### config.mk
export PLATFORM = sky130hd
export DESIGN_NAME = uart_rx_buf
export DESIGN_NICKNAME = d
export VERILOG_FILES = /design/src/rtl/uart_rx_buf.sv
export SDC_FILE = /design/constraint.sdc
export NUM_CORES = 1
export LEC_CHECK = 0
export ABC_AREA = 1
export BUFFER_PORTS_ARGS = -buffer_cell sky130_fd_sc_hd__buf_2
export CORE_UTILIZATION = 25
export DETAILED_ROUTE_END_ITERATION = 8
export HOLD_SLACK_MARGIN = 0.02
export SLEW_MARGIN = 20
export SYNTH_ARGS = -nofsm -noshare
export SYNTH_HDL_FRONTEND = slang
export SYNTH_SLANG_ARGS = --single-unit
### constraint.sdc
create_clock -name clk -period 4.6 [get_ports clk]
set_clock_uncertainty 0.1 [all_clocks]
set_input_delay 0.92 -clock clk [delete_from_list [all_inputs] [get_ports clk]]
set_output_delay 0.92 -clock clk [all_outputs]
set_load 0.02 [all_outputs]
### src/rtl/uart_rx_buf.sv
module uart_rx_buf #(
  parameter int DEPTH = 16,
  parameter int DW    = 8
) (
  input  logic          clk,
  input  logic          rst_n,
  input  logic          wr_en,
  input  logic [DW-1:0] wr_data,
  input  logic          rd_en,
  input  logic [1:0]    rdy_lvl,
  input  logic [1:0]    rts_lvl,
  input  logic          rts_auto,
  input  logic          rts_act_low,
  input  logic          rts_sw,
  input  logic          ovf_clr,
  output logic [DW-1:0] rd_data,
  output logic          empty,
  output logic          full,
  output logic          data_rdy,
  output logic          rts_pin,
  output logic          ovf_err
);
  localparam int AW = (DEPTH > 1) ? $clog2(DEPTH) : 1;
  localparam int CW = $clog2(DEPTH + 1);
  localparam logic [AW-1:0] LAST = AW'(DEPTH - 1);

  logic [DW-1:0] mem [DEPTH];
  logic [AW-1:0] wptr, rptr;
  logic [CW-1:0] count;
  logic          do_wr, do_rd, ready;

  function automatic logic [CW-1:0] lvl_bytes(input logic [1:0] code);
    case (code)
      2'd0:    return CW'(1);
      2'd1:    return CW'(4);
      2'd2:    return CW'(8);
      default: return CW'(14);
    endcase
  endfunction

  assign empty    = (count == '0);
  assign full     = (count == CW'(DEPTH));
  assign do_wr    = wr_en && !full;
  assign do_rd    = rd_en && !empty;
  assign data_rdy = (count >= lvl_bytes(rdy_lvl));
  assign ready    = rts_auto ? (count < lvl_bytes(rts_lvl)) : rts_sw;
  assign rts_pin  = ready ^ rts_act_low;

  always_ff @(posedge clk) begin
    if (do_wr) mem[wptr] <= wr_data;
  end

  always_ff @(posedge clk or negedge rst_n) begin
    if (!rst_n) begin
      wptr    <= '0;
      rptr    <= '0;
      count   <= '0;
      rd_data <= '0;
      ovf_err <= 1'b0;
    end else begin
      if (do_wr) wptr <= (wptr == LAST) ? '0 : wptr + 1'b1;
      if (do_rd) begin
        rptr    <= (rptr == LAST) ? '0 : rptr + 1'b1;
        rd_data <= mem[rptr];
      end
      case ({do_wr, do_rd})
        2'b10:   count <= count + 1'b1;
        2'b01:   count <= count - 1'b1;
        default: count <= count;
      endcase
      if (wr_en && full) ovf_err <= 1'b1;
      else if (ovf_clr)  ovf_err <= 1'b0;
    end
  end

  AST_NO_OVERFLOW: assert property (@(posedge clk) disable iff (!rst_n)
    count <= CW'(DEPTH));
  AST_DROP_SETS_ERR: assert property (@(posedge clk) disable iff (!rst_n)
    (wr_en && full) |=> ovf_err);
  AST_ERR_STICKY: assert property (@(posedge clk) disable iff (!rst_n)
    (ovf_err && !ovf_clr) |=> ovf_err);
  AST_DROP_KEEPS_FULL: assert property (@(posedge clk) disable iff (!rst_n)
    (wr_en && full && !rd_en) |=> full);
  AST_EMPTY_READ_HOLD: assert property (@(posedge clk) disable iff (!rst_n)
    (rd_en && empty) |=> $stable(rd_data));
  AST_AUTO_LINE: assert property (@(posedge clk) disable iff (!rst_n)
    (rts_auto && full) |-> (rts_pin == rts_act_low));
endmodule

=== Yosys cells after proc, flatten, opt, wreduce, memory -nomap -nowiden ===
Memories as Yosys holds them, arrays and structs flattened. A register that Yosys moved wholly into a read port is not among the register bits.
Index checks and enable logic that the tools add are counted.

* $add $sub $neg: 4
* $lt $le $gt $ge: 2
* Equal/unequal tests: 9
* Muxes and demuxes: 10
* Bitwise gates (word level): 1
* Reduce and logical (&&, ||, !) cells: 11

{| class="wikitable"
|+ Operators with widths
! kind !! count
|-
| 4-bit case mux with 3 select lines || 2
|-
| 5-bit case mux with 2 select lines || 1
|-
| 4-bit by 1-bit adder with 4-bit output, second input constant || 2
|-
| 4-bit equality test, second input constant || 2
|-
| 4-bit 2-to-1 mux || 2
|-
| 2-bit by 1-bit equality test with 1-bit output, second input constant || 3
|-
| 2-bit equality test, second input constant || 3
|-
| 5-bit by 1-bit adder with 5-bit output, second input constant || 1
|-
| 5-bit equality test, second input constant || 1
|-
| 5-bit >= comparator || 1
|-
| 5-bit logical NOT || 1
|-
| 5-bit < comparator || 1
|-
| 1-bit 2-to-1 mux || 5
|-
| 5-bit by 1-bit subtractor with 5-bit output, second input constant || 1
|-
| 2-bit logical NOT || 2
|-
| 2-bit nonzero test || 2
|-
| 1-bit logical AND || 3
|-
| 1-bit logical NOT || 3
|-
| 1-bit bitwise XOR || 1
|}

* Flip-flop bits (word level): 14
* RAM bits: 128
* Bits of input ports: 20
* Logic and storage cells: 42
* Memories: 1

{| class="wikitable"
|+ Memory list
! name !! words !! bits a word !! rd ports !! clocked after memory_dff !! wr ports !! RTL line !! text
|-
| mem || 16 || 8 || 1 || 1 || 1 || 27 || <nowiki>logic [DW-1:0] mem [DEPTH];</nowiki>
|}

=== Logic depth before layout (Yosys ltp) ===
* Word-level depth: 5
* Gate-level depth with buffers: 16
* Mapped depth without buffers: 14

=== Worst setup path before layout ===
No wires, ideal clock.

* Path type: in2out
* Start point: input rdy_lvl[1]
* End point: output data_rdy
* Arrival: 1834 ps
* Path slack: 1746 ps
* Stages on the path: 6
* Path through: nor2_1 -> ha_1 -> o21a_1 -> o21a_1 -> o21ai_0 -> nand2_1

* Word-level cells in the longest chain between the ends: 3

{| class="wikitable"
|+ RTL lines
! element !! RTL line !! text
|-
| from (decl) || 10 || <nowiki>input logic [1:0] rdy_lvl,</nowiki>
|-
| 2-bit equality test, or another cell as far along || 33 || <nowiki>case (code)</nowiki>
|-
| 4-bit case mux with 3 select lines * || 33 ||
|-
| 5-bit >= comparator * || 45 || <nowiki>assign data_rdy = (count >= lvl_bytes(rdy_lvl));</nowiki>
|-
| to (decl) || 19 || <nowiki>output logic data_rdy,</nowiki>
|}

Mark *: on every way between the ends. The rest lies on a longest branch, timed or not.

=== Worst setup path after layout ===
Same ends and word-level chain as after synthesis.

==> results.md <==
- Status: finished, final reports clean
- Initial antenna violation count: 1
- Clock-pin slew on the worst setup and hold paths: ~0.050 ns
- Normalized max-slew margin: 24.5%
- Critical Path Start Type: input pin
- CTS tree: built
- Critical Path AT: 2.06 ns
- Vias in the first global route: around 4300
- Total gr overflow: 0
- Most common cell after layout, fill and taps aside: nand2_1
- Post-DP HPWL: 9.32 mm
- Total vias in the final route: between 4000 and 5000
- Routed WL: 15.1 mm
- ANT nets after route: 0
- Routability cong.: about 0.77
- Max_cap viols: 0
- Cell area after layout: roughly 7800 sq um
- Final nets: approximately 740
- Cell count after synthesis: about 670
- Average cell area after synthesis: around 10 sq um
- Critical Path Max Stage Delay: 0.23 ns
- Setup crit end kind: output port
- Slowest CP cell: ha_1
- Placeable Area: around 26000 sq um
- Clock sink count: 150
- Max rail drop VDD: 0.282 mV
- CTS Buffer Depth: 2
- First-pass GRT wire length: 23.9 mm
- DP Area: between 7000 and 8000 sq um
- Die area: between 20000 and 30000 sq um
- Setup TNS Final: 0 ns
- Number of buffers added on ports: 32
- Syn nets: between 700 and 800
- PwrDens: about 590 nW/um^2
- Drt pass-1 iters: 5
- Hold Path Class: input pin to async pin
- Root Buffer: clkbuf_16
- Post-DR wirelength/cell: 14.3 um
- F_max: ~320 MHz
- Non-Filler Instances: ~1100
- Vias per std cell: between 4 and 5
- RSZ-0062 raised after global routing: false
- Top delay family on crit path: compound AO/OA/AOI/OAI gates
- YS warnings: 0
- Post-synthesis cell area: between 6000 and 7000 sq um
- Hold Slack: 0.403 ns
- Leak: 0.00330 uW
- Pin count of the biggest net entering global routing: 67
- Inserted Diodes: 0
- Commonest non-fill, non-tap cells in the layout: nand2_1, edfxtp_1, inv_1
- Drt drc: 0
- Fin crit share: ~67%
- Tightest Pin Transition: approximately 1.1 ns
- Worst Path Max Fanout: 3
- Layout cells sized above 1: under 10%
- Clock Latency Late Sink: between 0.4 and 0.5 ns
- Post-CTS Hold Fix Bufs: 0
- Setup Fix Bufs, Post-CTS: 0
- Die width: between 150 and 200 um
- Placed Instances: 1020
- Cts bufs inserted: 17
- Post_cts resized: 0
- Initial DRC Count: 379
- Final Hold Viols: 0
- Class of the most critical setup path: input pin to output port
- Req. time, crit path: around 3.6 ns
- Gr usage total: 11.4%
- Fin. max-slew vios: 0
- Sum of buffers and inverters on the critical path: 2
- Minimum clock period: about 3.1 ns
- Final Setup Violations: 0
- Seq cells post-synth: 150
- Crit path cell chain: buf_2, nor2_1, ha_1, o21a_1, o21a_1, o21ai_0, nand2_1, buf_2
- Row count: 59
- Register area share after synthesis: between 60% and 70%
- Count of cell types in the netlist: 21
- Layout area overhead: 14.8%
- H-tree levels: 4
- Io pins: 33
- Die Height: around 170 um
- Starting density of the core: 25.7%
==> sequential cells by signal, summed over array words and instances (netlist names) <==
name / count
rptr: 4
wptr: 4
ovf_err: 1
count: 5
mem: 128
rd_data: 8
==> power breakdown <==
| group | switching, uW | internal, uW | leakage (uW) | total (uW) |
|---|---|---|---|---|
| Clock | 520 | 744 | 0.000249 | 1260 |
| Sequential | 140 | 1690 | 0.00142 | 1830 |
| Combinational | 1030 | 451 | 0.00164 | 1480 |
==> synthesized netlist by cell type <==
master      n  area share, %
a21oi_1    17            1.3
buf_2      17            1.3
buf_4       5           0.55
buf_6       1           0.17
clkbuf_1    3           0.17
clkinv_1    3           0.17
dfrtp_1    22            8.1
edfxtp_1  128             57
fa_1        1           0.30
ha_1       16            3.0
inv_1     108            6.0
inv_2       1          0.055
nand2_1   188             10
nand3_1   101            7.5
nand4_1     1          0.092
nor2_1     41            2.3
nor3_1      1          0.074
o21a_1      2           0.22
o21ai_0    10           0.74
xnor2_1     2           0.26
xor2_1      6           0.78
==> per-stage QoR <==
step	util, %	power, uW	setup slack, ns
after floorplan	-	2920	1.75
after global placement	27.5	3330	1.55
after detailed placement	27.5	3350	1.51
after CTS	29.5	4620	1.51
after global routing	29.5	4890	1.42
final	29.5	4580	1.52
==> metal layers <==
metal | GRT usage (%) | wire [um] | part of all wire, %
met5 | 0 | 8 | 0.053
met1 | 14.8 | 7040 | 47
met2 | 18.3 | 7110 | 47
met3 | 3.61 | 765 | 5.1
met4 | 3.30 | 166 | 1.1
==> path summary, 6_finish.rpt <==
check | start | slack [ns] | to | depth (start not counted)
max in group asynchronous | rst_n | 3.56 | rptr[0] | 1
worst min register to register | ovf_err | 0.43 | ovf_err | 2
worst max register to register | count[1] | 2.05 | count[4] | 15
min in group clk | ovf_err | 0.43 | ovf_err | 2
worst max-delay path | rdy_lvl[1] | 1.52 | data_rdy | 8
worst min-delay path | rst_n | 0.40 | ovf_err | 1
==> final cells by class <==
type,count,area [sq um]
fill,2696,18600
sequential,150,4400
multi-input combinational,386,1820
clock buffer,24,452
inverter,112,420
tap,335,419
timing repair buffer,37,198
clock inverter,8,80.1
==> cell families (layout without fill, tap and decap cells) <==
family                     count (synthesis)  count (layout)  synth area share [%]
DFF                                      150             150                  64.8
buffers and inverters                    138             181                  8.35
and+or+nand+nor                          332             332                  20.3
xor gates and xnor gates                   8               8                  1.03
adders and majority gates                 17              17                  3.25
AOI/OAI and AO/OA                         29              29                  2.22
(Power assumes the default switching activity.)
